<file path="config.mk">
export PLATFORM = sky130hd
export DESIGN_NAME = muxbus_slave
export DESIGN_NICKNAME = d
export VERILOG_FILES = /design/src/rtl/muxbus_pkg.sv /design/src/rtl/muxbus_sync.sv /design/src/rtl/muxbus_decode.sv /design/src/rtl/muxbus_rdpath.sv /design/src/rtl/muxbus_slave.sv
export SDC_FILE = /design/constraint.sdc
export NUM_CORES = 1
export LEC_CHECK = 0
export BUFFER_PORTS_ARGS = -buffer_cell sky130_fd_sc_hd__buf_4
export CAP_MARGIN = 20
export CORE_MARGIN = 3
export CORE_UTILIZATION = 45
export CTS_CLUSTER_SIZE = 16
export DETAILED_ROUTE_END_ITERATION = 8
export PLACE_DENSITY = 0.76
export SYNTH_ARGS = -nofsm -noshare
export SYNTH_HDL_FRONTEND = slang
export SYNTH_SLANG_ARGS = --single-unit
</file>
<file path="constraint.sdc">
create_clock -name clk -period 2.3 [get_ports clk]
set_clock_uncertainty 0.2 [all_clocks]
set_input_delay 0.46 -clock clk [delete_from_list [all_inputs] [get_ports clk]]
set_output_delay 0.46 -clock clk [all_outputs]
set_load 0.005 [all_outputs]
</file>
<file path="src/rtl/muxbus_pkg.sv">
package muxbus_pkg;
  typedef enum logic [1:0] {
    RGN_NONE = 2'd0,
    RGN_CTRL = 2'd1,
    RGN_STAT = 2'd2,
    RGN_FIFO = 2'd3
  } rgn_e;
endpackage

</file>
<file path="src/rtl/muxbus_sync.sv">
module muxbus_sync #(
  parameter int WIDTH = 1,
  parameter int STAGES = 3,
  parameter logic [WIDTH-1:0] RST_VAL = '0
) (
  input  logic             clk,
  input  logic             rst_n,
  input  logic [WIDTH-1:0] d,
  output logic [WIDTH-1:0] q
);
  logic [STAGES-1:0][WIDTH-1:0] stg_q;

  always_ff @(posedge clk or negedge rst_n) begin
    if (!rst_n) begin
      stg_q <= {STAGES{RST_VAL}};
    end else begin
      stg_q[0] <= d;
      for (int i = 1; i < STAGES; i++) begin
        stg_q[i] <= stg_q[i-1];
      end
    end
  end

  assign q = stg_q[STAGES-1];
endmodule

</file>
<file path="src/rtl/muxbus_decode.sv">
module muxbus_decode
  import muxbus_pkg::*;
#(
  parameter int DW = 16,
  parameter int IDX_W = 4,
  parameter int NUM_CTRL = 11,
  parameter int NUM_STAT = 6,
  parameter int CTRL_BASE = 0,
  parameter int STAT_BASE = 32,
  parameter int FIFO_ADDR = 64
) (
  input  logic [DW-1:0]    addr,
  output rgn_e             rgn,
  output logic [IDX_W-1:0] idx
);
  localparam logic [DW-1:0] CTRL_SPAN = DW'(2 * NUM_CTRL);
  localparam logic [DW-1:0] STAT_SPAN = DW'(2 * NUM_STAT);

  logic [DW-1:0] off_ctrl;
  logic [DW-1:0] off_stat;

  always_comb begin
    off_ctrl = addr - DW'(CTRL_BASE);
    off_stat = addr - DW'(STAT_BASE);
    rgn = RGN_NONE;
    idx = '0;
    if (addr[0]) begin
      rgn = RGN_NONE;
    end else if (addr == DW'(FIFO_ADDR)) begin
      rgn = RGN_FIFO;
    end else if (off_ctrl < CTRL_SPAN) begin
      rgn = RGN_CTRL;
      idx = off_ctrl[IDX_W:1];
    end else if (off_stat < STAT_SPAN) begin
      rgn = RGN_STAT;
      idx = off_stat[IDX_W:1];
    end
  end
endmodule

</file>
<file path="src/rtl/muxbus_rdpath.sv">
module muxbus_rdpath #(
  parameter int DW = 16
) (
  input  logic          clk,
  input  logic          rst_n,
  input  logic          load_en,
  input  logic [DW-1:0] load_val,
  input  logic          drive_req,
  output logic [DW-1:0] ad_o,
  output logic          ad_oe
);
  logic [DW-1:0] data_q, data_nxt;
  logic          oe_q, oe_nxt;

  always_comb begin
    data_nxt = load_en ? load_val : data_q;
    oe_nxt   = drive_req;
  end

  always_ff @(posedge clk or negedge rst_n) begin
    if (!rst_n) begin
      data_q <= '0;
      oe_q   <= 1'b0;
    end else begin
      data_q <= data_nxt;
      oe_q   <= oe_nxt;
    end
  end

  assign ad_o  = data_q;
  assign ad_oe = oe_q;
endmodule

</file>
<file path="src/rtl/muxbus_slave.sv">
module muxbus_slave
  import muxbus_pkg::*;
#(
  parameter int DATA_W = 16,
  parameter int SYNC_STAGES = 3,
  parameter int NUM_CTRL = 11,
  parameter int NUM_STAT = 6,
  parameter int CTRL_BASE = 0,
  parameter int STAT_BASE = 32,
  parameter int FIFO_ADDR = 64,
  localparam int MAX_REGS = (NUM_CTRL > NUM_STAT) ? NUM_CTRL : NUM_STAT,
  localparam int IDX_W = $clog2(MAX_REGS),
  localparam int LANES = DATA_W / 8
) (
  input  logic              clk,
  input  logic              rst_n,
  input  logic              bus_ce_n,
  input  logic              bus_lat_n,
  input  logic              bus_oe_n,
  input  logic              bus_we_n,
  input  logic [LANES-1:0]  bus_be_n,
  input  logic [DATA_W-1:0] bus_ad_i,
  output logic [DATA_W-1:0] bus_ad_o,
  output logic              bus_ad_oe,
  output logic [IDX_W-1:0]  reg_idx,
  output logic              reg_stat,
  input  logic [DATA_W-1:0] reg_rdata,
  output logic              reg_wr,
  output logic [DATA_W-1:0] wr_data,
  output logic [LANES-1:0]  wr_be,
  input  logic [DATA_W-1:0] fifo_rdata,
  output logic              fifo_pop,
  output logic              fifo_push
);
  localparam int NSTROBE = 4;

  // reset: asserted asynchronously, released on the clock
  logic rst_l_n;
  muxbus_sync #(.WIDTH(1), .STAGES(2), .RST_VAL(1'b0)) u_rst_sync (
    .clk(clk), .rst_n(rst_n), .d(1'b1), .q(rst_l_n)
  );

  // strobe synchroniser, idle value is all ones
  logic [NSTROBE-1:0] strb_raw, strb_s;
  assign strb_raw = {bus_ce_n, bus_lat_n, bus_oe_n, bus_we_n};
  muxbus_sync #(.WIDTH(NSTROBE), .STAGES(SYNC_STAGES), .RST_VAL({NSTROBE{1'b1}})) u_strb_sync (
    .clk(clk), .rst_n(rst_l_n), .d(strb_raw), .q(strb_s)
  );

  logic ce_s, lat_s, oe_s, we_s;
  assign {ce_s, lat_s, oe_s, we_s} = strb_s;

  // state
  logic              lat_d, oe_d, we_d;
  logic [DATA_W-1:0] addr_q, addr_nxt;
  logic              addr_en;
  logic [DATA_W-1:0] wdat_q, wdat_nxt;
  logic [LANES-1:0]  wbe_q, wbe_nxt;
  logic              wcap_en;
  logic              regwr_q, regwr_nxt;
  logic              push_q, push_nxt;
  logic              pop_q, pop_nxt;

  // decode of the held address
  rgn_e             rgn;
  logic [IDX_W-1:0] idx;
  muxbus_decode #(
    .DW(DATA_W), .IDX_W(IDX_W), .NUM_CTRL(NUM_CTRL), .NUM_STAT(NUM_STAT),
    .CTRL_BASE(CTRL_BASE), .STAT_BASE(STAT_BASE), .FIFO_ADDR(FIFO_ADDR)
  ) u_decode (
    .addr(addr_q), .rgn(rgn), .idx(idx)
  );

  // edge detection on synchronised strobes
  logic lat_fall, oe_fall, we_fall, lane_any, drive_req;
  logic [DATA_W-1:0] rd_val;

  always_comb begin
    lat_fall  = !ce_s && !lat_s && lat_d;
    oe_fall   = !ce_s && !oe_s && oe_d && lat_s;
    we_fall   = !ce_s && !we_s && we_d && lat_s;
    lane_any  = !(&bus_be_n);
    drive_req = !ce_s && !oe_s && lat_s;

    addr_en   = lat_fall;
    addr_nxt  = addr_en ? bus_ad_i : addr_q;

    wcap_en   = we_fall;
    wdat_nxt  = wcap_en ? bus_ad_i : wdat_q;
    wbe_nxt   = wcap_en ? ~bus_be_n : wbe_q;

    regwr_nxt = we_fall && lane_any && (rgn == RGN_CTRL);
    push_nxt  = we_fall && lane_any && (rgn == RGN_FIFO);
    pop_nxt   = oe_fall && (rgn == RGN_FIFO);

    unique case (rgn)
      RGN_CTRL, RGN_STAT: rd_val = reg_rdata;
      RGN_FIFO:           rd_val = fifo_rdata;
      default:            rd_val = '0;
    endcase
  end

  always_ff @(posedge clk or negedge rst_l_n) begin
    if (!rst_l_n) begin
      lat_d   <= 1'b1;
      oe_d    <= 1'b1;
      we_d    <= 1'b1;
      addr_q  <= '0;
      wdat_q  <= '0;
      wbe_q   <= '0;
      regwr_q <= 1'b0;
      push_q  <= 1'b0;
      pop_q   <= 1'b0;
    end else begin
      lat_d   <= lat_s;
      oe_d    <= oe_s;
      we_d    <= we_s;
      addr_q  <= addr_nxt;
      wdat_q  <= wdat_nxt;
      wbe_q   <= wbe_nxt;
      regwr_q <= regwr_nxt;
      push_q  <= push_nxt;
      pop_q   <= pop_nxt;
    end
  end

  // read data register and pin drive enable
  muxbus_rdpath #(.DW(DATA_W)) u_rdpath (
    .clk(clk), .rst_n(rst_l_n), .load_en(oe_fall), .load_val(rd_val),
    .drive_req(drive_req), .ad_o(bus_ad_o), .ad_oe(bus_ad_oe)
  );

  assign reg_idx   = idx;
  assign reg_stat  = (rgn == RGN_STAT);
  assign reg_wr    = regwr_q;
  assign wr_data   = wdat_q;
  assign wr_be     = wbe_q;
  assign fifo_push = push_q;
  assign fifo_pop  = pop_q;
endmodule


</file>
==> metrics.txt <==
status complete, but fails checks; failing checks setup timing; RD Place Congestion 0.852; clock period minus worst slack 2.93 ns; chip height 85.7 um; syn_area_per_cell 11.5 um2; total track usage 0.207; achievable frequency 0.341 GHz; family with the most delay on the worst path simple AND/OR/NAND/NOR gates; setup TNS -11.26 ns; unrepaired setup endpoints after global routing yes; synthesized cell area 0.00286 mm2; WL/cell 15.6 um; clk_lat worst skew 0.34 ns; Top Metal Used met4; Yosys cell types 30; pwr dens 718 mW/mm2; flops & latches, synth 71; vias after detailed routing 2315; # diodes 0; crit path kind reg -> out; Root Driver clkbuf_8; Post-Syn Instances 249; total gr overflow 0; first-pass GRT wire length 11.8 mm; Via density 5.14; crit path launch addr_q[13]; M1 wire length 2.93 mm; maximum VDD drop 550 uV; cell area after layout 0.00426 mm2; Bufs and invs on worst path 2; final-report setup violation count 24; Worst setup EP type primary output; Placement Cell Area 0.00383 mm2; sequential area share after synthesis 0.629; setup ws final -0.629 ns; WL met3 643 um; vias in the first global route 2386; DRC 0; HPWL Detailed 4.88 mm; Ys Warns 0; Hold Startpoint bus_we_n; ratio of cells with drive above 1 in the final layout 0.536; post-route ant nets 0; most common cell after layout, fill and taps aside buf_4; area grow syn2layout 49.2%; max-cap violations 0; Max clock buf depth 2; leakage power total 2.01 nW; Placeable Area 0.00603 mm2; crit path max fanout 3; reg-to-reg slack, setup -0.55 ns; Crit Reg-Reg Startpoint addr_q[13]; WL met2 3.39 mm; Hold Path Class in -> reg; initial drt markers 83; final WL 7.02 mm; # port buffers 98; die area 0.00734 mm2; cell row count 28; final net count 431; H-tree Lvls 3; most used cell, CP buf_4; fillers 431; Pins Over Slew Limit 0; CP Data Arrival Time 2.27 ns; Worst setup SP type flop; initial antenna violation count 0; Worst-path clk slew 0.07 ns; Chip Width 85.7 um; TritonCTS clock tree built; most frequent cells in the layout buf_4, nand2_1, dfrtp_1; I/O pin cnt 99; final hold vios 0; syn_nets 310; CTS Buf Count 9; period utilization 1.27; CTS sink count 71; Initial Util 0.474; crit path cell chain or4_4, nor4_4, buf_4, nand3_2, a21o_1, ha_1, buf_4; worst hold margin 0.0251 ns; Largest stage delay, worst path 0.54 ns; CP required 1.64 ns; largest net degree at the start of global routing 36; Crit-path slowest cell or4_4; DR pass1 iterations 4
==> layer usage <==
metal | GRT usage | up-vias
met5 | 0 | -
met1 | 0.256 | 1109
met4 | 0.0576 | 0
met2 | 0.344 | 94
met3 | 0.0730 | 8
li1 | - | 1104
==> synth_stat cells <==
cell type | count | share of area
o31ai_1 | 16 | 0.042
nand2b_1 | 4 | 0.0088
conb_1 | 1 | 0.0013
nor3_1 | 2 | 0.0035
nor2_1 | 1 | 0.0013
dfrtp_1 | 56 | 0.49
a21oi_1 | 7 | 0.012
nor4bb_1 | 1 | 0.0035
inv_1 | 3 | 0.0039
dfstp_2 | 15 | 0.14
xnor2_1 | 2 | 0.0061
nand2_1 | 71 | 0.093
and3_1 | 3 | 0.0066
ha_1 | 5 | 0.022
a22oi_1 | 16 | 0.042
a211oi_1 | 1 | 0.0026
buf_2 | 2 | 0.0035
a21o_1 | 3 | 0.0079
o21ai_0 | 4 | 0.0070
nand3_1 | 1 | 0.0018
buf_1 | 1 | 0.0013
mux2_2 | 14 | 0.055
nand4_1 | 1 | 0.0022
or4_4 | 1 | 0.0039
nor3b_1 | 2 | 0.0053
nor4_4 | 1 | 0.0074
nand4_2 | 1 | 0.0044
nand4bb_1 | 1 | 0.0039
nor4_1 | 1 | 0.0022
clkbuf_1 | 12 | 0.016
==> worst paths after layout <==
| check | endpoint | depth (start not counted) |
|---|---|---|
| max in group asynchronous | we_d | 1 |
| min | u_strb_sync.stg_q[0] | 1 |
| max | reg_stat | 7 |
| min in group asynchronous | wr_data[0] | 1 |
| min reg2reg | wr_data[0] | 1 |
| max reg2reg | u_rdpath.ad_o[9] | 10 |
==> cell type report <==
cell class / instances / area (um2) / share of cell area
timing repair buffer: 124 / 966 / 0.227
clock buffer: 12 / 155 / 0.0364
clock inverter: 4 / 76.3 / 0.0179
multi-input combinational: 160 / 1150 / 0.270
timing repair inverter: 1 / 7.51 / 0.00176
sequential: 71 / 1800 / 0.422
tap: 75 / 93.8 / 0.0220
inverter: 3 / 13.8 / 0.00323
==> report_power, final <==
part           internal (mW)  switching, mW  leakage [nW]  total, mW
Clock                  0.674          0.454         0.113       1.13
Combinational          0.260          0.196          1.02      0.457
Sequential              1.39         0.0890         0.875       1.48
Total                   2.32          0.739          2.01       3.06
==> kinds of logic after synthesis <==
family / synth area share
compound gates: 0.114
xor+xnor: 0.00614
fa+ha+maj: 0.0219
buf+inv: 0.0245
flops: 0.629
mux: 0.0552
other cells: 0.00131
simple gates: 0.148
==> registers in the layout, summed over array words and instances, names as in the netlist <==
register	count
addr_q	16
fifo_pop	1
fifo_push	1
lat_d	1
oe_d	1
reg_wr	1
u_rdpath.ad_o	16
u_rdpath.ad_oe	1
u_rst_sync.q	1
u_rst_sync.stg_q	1
u_strb_sync.q	4
u_strb_sync.stg_q	8
we_d	1
wr_be	2
wr_data	16
==> what timing repair did <==
| item | CTS | global route |
|---|---|---|
| resized for setup | 27 | 2 |
| cloned | 1 | 0 |
| endpoints found under the setup margin | 23 | 24 |
| buffers inserted | 5 | 0 |
| pin swaps | 12 | 2 |
| endpoints found under the hold margin | 2 | 0 |
| hold buffers | 1 | 0 |
==> metrics by stage <==
stage | instances | worst slack, ns | utilization | total power [mW]
floorplan | 249 | -0.295 | - | 1.67
global placement | 427 | -0.351 | 0.636 | 1.93
detailed placement | 427 | -0.453 | 0.636 | 1.94
CTS | 450 | -0.649 | 0.705 | 3.10
global route | 450 | -0.791 | 0.707 | 3.21
finish | 450 | -0.629 | 0.707 | 3.06
Power figures use the tool's default switching activity.
